**config.mk**
```make
export PLATFORM = sky130hd
export DESIGN_NAME = pfm_top
export DESIGN_NICKNAME = d
export VERILOG_FILES = /design/src/rtl/pfm_pkg.sv /design/src/rtl/pfm_regs.sv /design/src/rtl/pfm_pad_sel.sv /design/src/rtl/pfm_top.sv
export SDC_FILE = /design/constraint.sdc
export NUM_CORES = 1
export LEC_CHECK = 0
export ABC_AREA = 1
export BUFFER_PORTS_ARGS = -buffer_cell sky130_fd_sc_hd__clkbuf_2
export CORE_AREA = 2 2 88 90
export CTS_CLUSTER_SIZE = 30
export DETAILED_ROUTE_END_ITERATION = 8
export DIE_AREA = 0 0 90 92
export GPL_ROUTABILITY_DRIVEN = 0
export PLACE_DENSITY = 0.87
export SLEW_MARGIN = 20
export SYNTH_ARGS = -nofsm -noshare
export SYNTH_HDL_FRONTEND = slang
export SYNTH_SLANG_ARGS = --single-unit
```
**constraint.sdc**
```tcl
create_clock -name clk -period 2.1 [get_ports clk]
set_input_delay 0.105 -clock clk [delete_from_list [all_inputs] [get_ports clk]]
set_output_delay 0.105 -clock clk [all_outputs]
set_load 0.01 [all_outputs]
```
**src/rtl/pfm_pkg.sv**
```systemverilog
package pfm_pkg;

    localparam int NUM_SLOTS  = 5;
    localparam int SEL_W      = 3;
    localparam int IDX_W      = 6;
    localparam int SHARE_BASE = 24;
    localparam int DEF_PADS   = 9;

    typedef enum logic [1:0] {
        DIR_NONE = 2'd0,
        DIR_IN   = 2'd1,
        DIR_OUT  = 2'd2,
        DIR_BI   = 2'd3
    } dir_e;

    typedef struct packed {
        dir_e             dir;
        logic             idle;
        logic [IDX_W-1:0] en_idx;
    } slot_cfg_t;

    typedef slot_cfg_t [NUM_SLOTS-1:0] pad_cfg_t;
    typedef pad_cfg_t [DEF_PADS-1:0]   def_map_t;

    function automatic slot_cfg_t mk_slot(dir_e d, logic idle, int idx);
        slot_cfg_t c;
        c.dir    = d;
        c.idle   = idle;
        c.en_idx = IDX_W'(idx);
        return c;
    endfunction

    // Default bank: general pads, quad-SPI, two SPI masters, SPI slave,
    // debug port, RF interface and shared channels.
    function automatic def_map_t default_map();
        def_map_t m;
        m = '0;
        m[0][0] = mk_slot(DIR_BI,  1'b0, 0);
        m[0][1] = mk_slot(DIR_OUT, 1'b0, 0);
        m[1][0] = mk_slot(DIR_BI,  1'b0, 0);
        m[1][1] = mk_slot(DIR_BI,  1'b0, 1);
        m[2][0] = mk_slot(DIR_IN,  1'b0, 0);
        m[2][1] = mk_slot(DIR_BI,  1'b0, 9);
        m[3][0] = mk_slot(DIR_BI,  1'b0, 0);
        m[3][1] = mk_slot(DIR_OUT, 1'b0, 5);
        m[3][3] = mk_slot(DIR_BI,  1'b0, SHARE_BASE + 0);
        m[4][0] = mk_slot(DIR_BI,  1'b0, 0);
        m[4][1] = mk_slot(DIR_OUT, 1'b0, 4);
        m[4][2] = mk_slot(DIR_IN,  1'b1, 8);
        m[4][3] = mk_slot(DIR_BI,  1'b0, SHARE_BASE + 1);
        m[5][0] = mk_slot(DIR_BI,  1'b0, 0);
        m[5][1] = mk_slot(DIR_IN,  1'b0, 4);
        m[5][2] = mk_slot(DIR_OUT, 1'b0, 8);
        m[5][3] = mk_slot(DIR_BI,  1'b0, SHARE_BASE + 2);
        m[6][0] = mk_slot(DIR_BI,  1'b0, 0);
        m[6][1] = mk_slot(DIR_OUT, 1'b0, 6);
        m[6][2] = mk_slot(DIR_OUT, 1'b0, 16);
        m[6][3] = mk_slot(DIR_BI,  1'b0, SHARE_BASE + 3);
        m[6][4] = mk_slot(DIR_IN,  1'b0, 13);
        m[7][0] = mk_slot(DIR_IN,  1'b1, 0);
        m[7][1] = mk_slot(DIR_BI,  1'b0, 12);
        m[7][2] = mk_slot(DIR_OUT, 1'b0, 17);
        m[7][3] = mk_slot(DIR_BI,  1'b0, SHARE_BASE + 4);
        m[7][4] = mk_slot(DIR_IN,  1'b0, 13);
        m[8][0] = mk_slot(DIR_BI,  1'b0, 0);
        m[8][2] = mk_slot(DIR_OUT, 1'b0, 23);
        m[8][3] = mk_slot(DIR_BI,  1'b0, SHARE_BASE + 21);
        m[8][4] = mk_slot(DIR_OUT, 1'b0, 13);
        return m;
    endfunction

endpackage

```
**src/rtl/pfm_regs.sv**
```systemverilog
module pfm_regs #(
    parameter int                DATA_W    = 32,
    parameter int                CTRL_W    = 24,
    parameter int                SHARE_W   = 22,
    parameter logic [CTRL_W-1:0] CTRL_MASK = 24'hFF3FFF
) (
    input  logic               clk,
    input  logic               rst,
    input  logic               we,
    input  logic               addr,
    input  logic [DATA_W-1:0]  wdata,
    output logic [DATA_W-1:0]  rdata,
    output logic [CTRL_W-1:0]  ctrl_q,
    output logic [SHARE_W-1:0] share_q
);

    always_ff @(posedge clk) begin
        if (rst) begin
            ctrl_q  <= '0;
            share_q <= '0;
        end else if (we) begin
            if (addr) share_q <= wdata[SHARE_W-1:0];
            else      ctrl_q  <= wdata[CTRL_W-1:0] & CTRL_MASK;
        end
    end

    always_comb begin
        rdata = '0;
        if (addr) rdata[SHARE_W-1:0] = share_q;
        else      rdata[CTRL_W-1:0]  = ctrl_q;
    end

endmodule

```
**src/rtl/pfm_pad_sel.sv**
```systemverilog
module pfm_pad_sel
    import pfm_pkg::*;
#(
    parameter int       EN_W = 46,
    parameter pad_cfg_t CFG  = '0
) (
    input  logic [EN_W-1:0]      en_vec,
    input  logic [NUM_SLOTS-1:0] fn_do,
    input  logic [NUM_SLOTS-1:0] fn_oe,
    input  logic                 pad_di,
    output logic [NUM_SLOTS-1:0] fn_di,
    output logic                 pad_do,
    output logic                 pad_oe
);

    logic [NUM_SLOTS-1:0] req;
    logic [SEL_W-1:0]     win;
    dir_e                 wdir;

    // Per-slot request: present, enable index in range, enable bit high.
    generate
        for (genvar s = 0; s < NUM_SLOTS; s++) begin : g_req
            if (s == 0 || CFG[s].dir == DIR_NONE || int'(CFG[s].en_idx) >= EN_W) begin : g_off
                assign req[s] = 1'b0;
            end else begin : g_on
                assign req[s] = en_vec[CFG[s].en_idx];
            end
        end
    endgenerate

    // Ascending scan: a later (higher) slot overrides a lower one.
    always_comb begin
        win = '0;
        for (int s = 1; s < NUM_SLOTS; s++) begin
            if (req[s]) win = SEL_W'(s);
        end
        wdir = CFG[win].dir;
    end

    always_comb begin
        pad_do = (wdir == DIR_NONE) ? 1'b0 : fn_do[win];
        case (wdir)
            DIR_BI:  pad_oe = fn_oe[win];
            DIR_OUT: pad_oe = 1'b1;
            default: pad_oe = 1'b0;
        endcase
    end

    generate
        for (genvar s = 0; s < NUM_SLOTS; s++) begin : g_in
            if (CFG[s].dir == DIR_IN || CFG[s].dir == DIR_BI) begin : g_rx
                assign fn_di[s] = (win == SEL_W'(s)) ? pad_di : CFG[s].idle;
            end else begin : g_idle
                assign fn_di[s] = CFG[s].idle;
            end
        end
    endgenerate

endmodule

```
**src/rtl/pfm_top.sv**
```systemverilog
module pfm_top
    import pfm_pkg::*;
#(
    parameter int                        NUM_PADS  = DEF_PADS,
    parameter int                        DATA_W    = 32,
    parameter int                        CTRL_W    = 24,
    parameter int                        SHARE_W   = 22,
    parameter logic [CTRL_W-1:0]         CTRL_MASK = 24'hFF3FFF,
    parameter pad_cfg_t [NUM_PADS-1:0]   PAD_MAP   = default_map()
) (
    input  logic                                clk,
    input  logic                                rst,
    input  logic                                cfg_we,
    input  logic                                cfg_addr,
    input  logic [DATA_W-1:0]                   cfg_wdata,
    output logic [DATA_W-1:0]                   cfg_rdata,
    input  logic [NUM_PADS-1:0][NUM_SLOTS-1:0]  fn_do,
    input  logic [NUM_PADS-1:0][NUM_SLOTS-1:0]  fn_oe,
    output logic [NUM_PADS-1:0][NUM_SLOTS-1:0]  fn_di,
    input  logic [NUM_PADS-1:0]                 pad_di,
    output logic [NUM_PADS-1:0]                 pad_do,
    output logic [NUM_PADS-1:0]                 pad_oe
);

    localparam int EN_W = CTRL_W + SHARE_W;

    logic [CTRL_W-1:0]  ctrl_q;
    logic [SHARE_W-1:0] share_q;
    logic [EN_W-1:0]    en_vec;

    pfm_regs #(
        .DATA_W   (DATA_W),
        .CTRL_W   (CTRL_W),
        .SHARE_W  (SHARE_W),
        .CTRL_MASK(CTRL_MASK)
    ) u_regs (
        .clk    (clk),
        .rst    (rst),
        .we     (cfg_we),
        .addr   (cfg_addr),
        .wdata  (cfg_wdata),
        .rdata  (cfg_rdata),
        .ctrl_q (ctrl_q),
        .share_q(share_q)
    );

    assign en_vec = {share_q, ctrl_q};

    generate
        for (genvar p = 0; p < NUM_PADS; p++) begin : g_pad
            pfm_pad_sel #(
                .EN_W(EN_W),
                .CFG (PAD_MAP[p])
            ) u_sel (
                .en_vec(en_vec),
                .fn_do (fn_do[p]),
                .fn_oe (fn_oe[p]),
                .pad_di(pad_di[p]),
                .fn_di (fn_di[p]),
                .pad_do(pad_do[p]),
                .pad_oe(pad_oe[p])
            );
        end
    endgenerate

endmodule

```
==> out/metrics.yaml <==
setup_path:
  start_kind: "register"
  critPathKind: "register to output pin"
  timing.rr.start: "u_regs.ctrl_q[4]"
  critPathTopFamily: "compound AO/OA/AOI/OAI gates"
  crit_chain: "inv_2, o21ai_1, ha_1, nand2_1, o211ai_1, a21oi_1, clkbuf_2"
  r2r_end: "u_regs.ctrl_q[4]"
  arrival_ns: 1.82
  path_max_fanout: 15
  cp.required_ns: 2.00
  end_kind: "output pin"
  reg2regPathDepth: 2
  cpPeakStageDelay_ns: 0.34
  crit_slowest_cell: "dfxtp_1"
  ff2ff_setup_slack_ns: 1.18
  crit_buf_inv: 2
yosys:
  netlist.area_leader.share: 0.2747
  ys_warn_count: 0
  ys_types: 36
  syn-cell-area_sq_um: 3207
  synth_area_leaders: "dfxtp_1, nand2_1, buf_4"
  synth_largest_area_cell: "dfxtp_1"
  synth_area_per_cell_sq_um: 6.401
  synth-seq-cells: 44
  synth-seq-area-share: 0.2747
  syn_inst: 501
clock_network:
  cts_setup_buffers: 0
  cts_buffers: 5
  clk_latency_ns: 0.30
  cts_buffer_depth: 2
  htree_levels: 2
  cts-root-buf: "clkbuf_8"
  cts.clk_slew.worst_paths_ns: 0.08
  cts_tree: "done"
  cts_sinks: 44
placement:
  portBuffers: 155
  dpl.hpwl_um: 6569
  dpl_cell_area_sq_um: 3780
floorplan:
  start_util: 0.4306
  die_w_um: 90
  ios: 230
  dieArea_sq_um: 8280
  core-area_sq_um: 7447
  rows: 32
  die_y_um: 92
sta:
  max_freq_mhz: 519.5
  worstMarginPinSlew_ns: 0.9700
  tns_ns: 0
  period_share: 0.9166
  hold_viol_final: 0
  period_needed_ns: 1.925
  finalSetupViolations: 0
  fin_skew_ns: 0
  rsz0062_at_grt: "no"
  holdWs_ns: 0.04124
  drv_slew: 0
  maxSlewHeadroom: 0.3533
grt:
  overflow: 0
  grtUsageTotal: 0.1982
  grt_max_degree: 45
  antenna_found_initial: 0
  grt_pass1_wl_um: 13760
  grt_pass1_vias: 3166
cells_and_area:
  nNetsFinal: 777
  syn_to_final_growth_pct: 20.84
  final_util: 0.5203
  layout_common_cells: "nand2_1, clkbuf_2, inv_1"
  drive_gt1_frac: 0.3143
  diodes: 0
  fillers: 744
  layout_commonest_cell: "nand2_1"
  stdcell_area_sq_um: 3875
worst_hold_path:
  min_to: "u_regs.share_q[14]"
  hold_start: "cfg_wdata[14]"
  hp-class: "input port to register"
  hold_depth: 3
routing:
  vias_per_cell: 4.623
  num_vias: 3384
  final_antenna_net_count: 0
  drt_iter0_drc: 129
  avgRoutedWirePerCell_um: 11.46
  drt-total-wl_um: 8387
  drc: 0
  first_pass_iters: 4
run_status:
  outcome: "complete, no violations"
power_and_ir_drop:
  p_leak_nw: 2.195
  p_per_area_nw_per_um2: 551.1
  peakVddDrop_mv: 0.4336
run:
  max_cap_viol_count: 0
## worst max path at each step
stage	startpoint	to	slack [ns]	depth (start not counted)
global route	u_regs.ctrl_q[13]	pad_do[8]	0.03	9
detailed placement	u_regs.share_q[21]	pad_do[8]	0.48	8
CTS	u_regs.share_q[21]	pad_do[8]	0.15	8
floorplan	u_regs.share_q[21]	pad_do[8]	0.64	8
global placement	u_regs.share_q[21]	pad_do[8]	0.51	8
finish	u_regs.ctrl_q[13]	pad_do[8]	0.18	7
## registers in the layout (all words and copies together), names as in the netlist
signal and count:
u_regs.ctrl_q 22, u_regs.share_q 22
## worst register-to-register path, stage by stage, from the launching register on
cell and delay, ns:
dfxtp_1 0.49, inv_2 0.11, a211oi_1 0.23
## where the power goes
part	internal (mW)	switching, mW
logic	0.270	0.408
clock network	0.263	0.284
registers	0.878	0.0328
## final cells by class
cell class / count / area (sq um) / share of cell area
Sequential cell: 44 / 880.8 / 0.2273
Tap cell: 102 / 127.6 / 0.03293
Timing Repair Buffer: 160 / 813.3 / 0.2099
Clock inverter: 2 / 10.01 / 0.002583
Multi-Input combinational cell: 356 / 1728 / 0.4459
Clock buffer: 6 / 82.58 / 0.02131
Inverter: 62 / 232.7 / 0.06006
## metrics by stage
stage	instances	setup WS, ns	power [mW]
after detailed placement	724	0.4827	1.606
final	732	0.1752	2.135
after CTS	732	0.1450	2.153
after global routing	732	0.02588	2.275
after floorplan	531	0.6440	1.454
after global placement	724	0.5143	1.582
## logic make-up (layout without fill, tap and decap cells)
family,Yosys count,after routing,synth area share
simple gates,231,231,0.2840
flops,44,44,0.2747
mux,5,5,0.01717
compound gates,76,76,0.1498
fa+ha+maj,13,13,0.05072
buf+inv,131,230,0.2224
other cells,1,31,0.001169
## synthesized netlist by cell type
master,count
nand2_1,156
buf_4,53
inv_1,52
nor2_1,52
dfxtp_1,44
a21oi_1,37
ha_1,13
o21ai_0,12
nand3_1,11
inv_2,10
clkbuf_1,8
a211oi_1,7
a211oi_2,6
buf_2,6
mux2_2,4
nand2_2,3
o22ai_1,3
buf_6,2
nand4_1,2
nor2_2,2
nor3_1,2
o21ai_1,2
a21oi_2,1
a21oi_4,1
a31oi_1,1
and2_1,1
and3b_1,1
conb_1,1
mux2i_1,1
o211ai_1,1
o21a_1,1
o21ai_2,1
o21bai_1,1
o22a_1,1
o31ai_1,1
or2_2,1
## repair_timing
item | in CTS | in global routing
endpoints found under the setup margin | 0 | 1
gates resized for setup | 0 | 1
hold buffers | 0 | 0
hold endpoints to repair | 0 | 0
## layer usage
layer / global-route usage / up-vias / share of wire
li1: - / 1734 / -
met5: 0 / - / 0
met2: 0.3678 / 149 / 0.49
met1: 0.2297 / 1489 / 0.42
met4: 0.05641 / 0 / 0.016
met3: 0.04108 / 12 / 0.070
No activity file was read; power rests on OpenSTA's default activity.
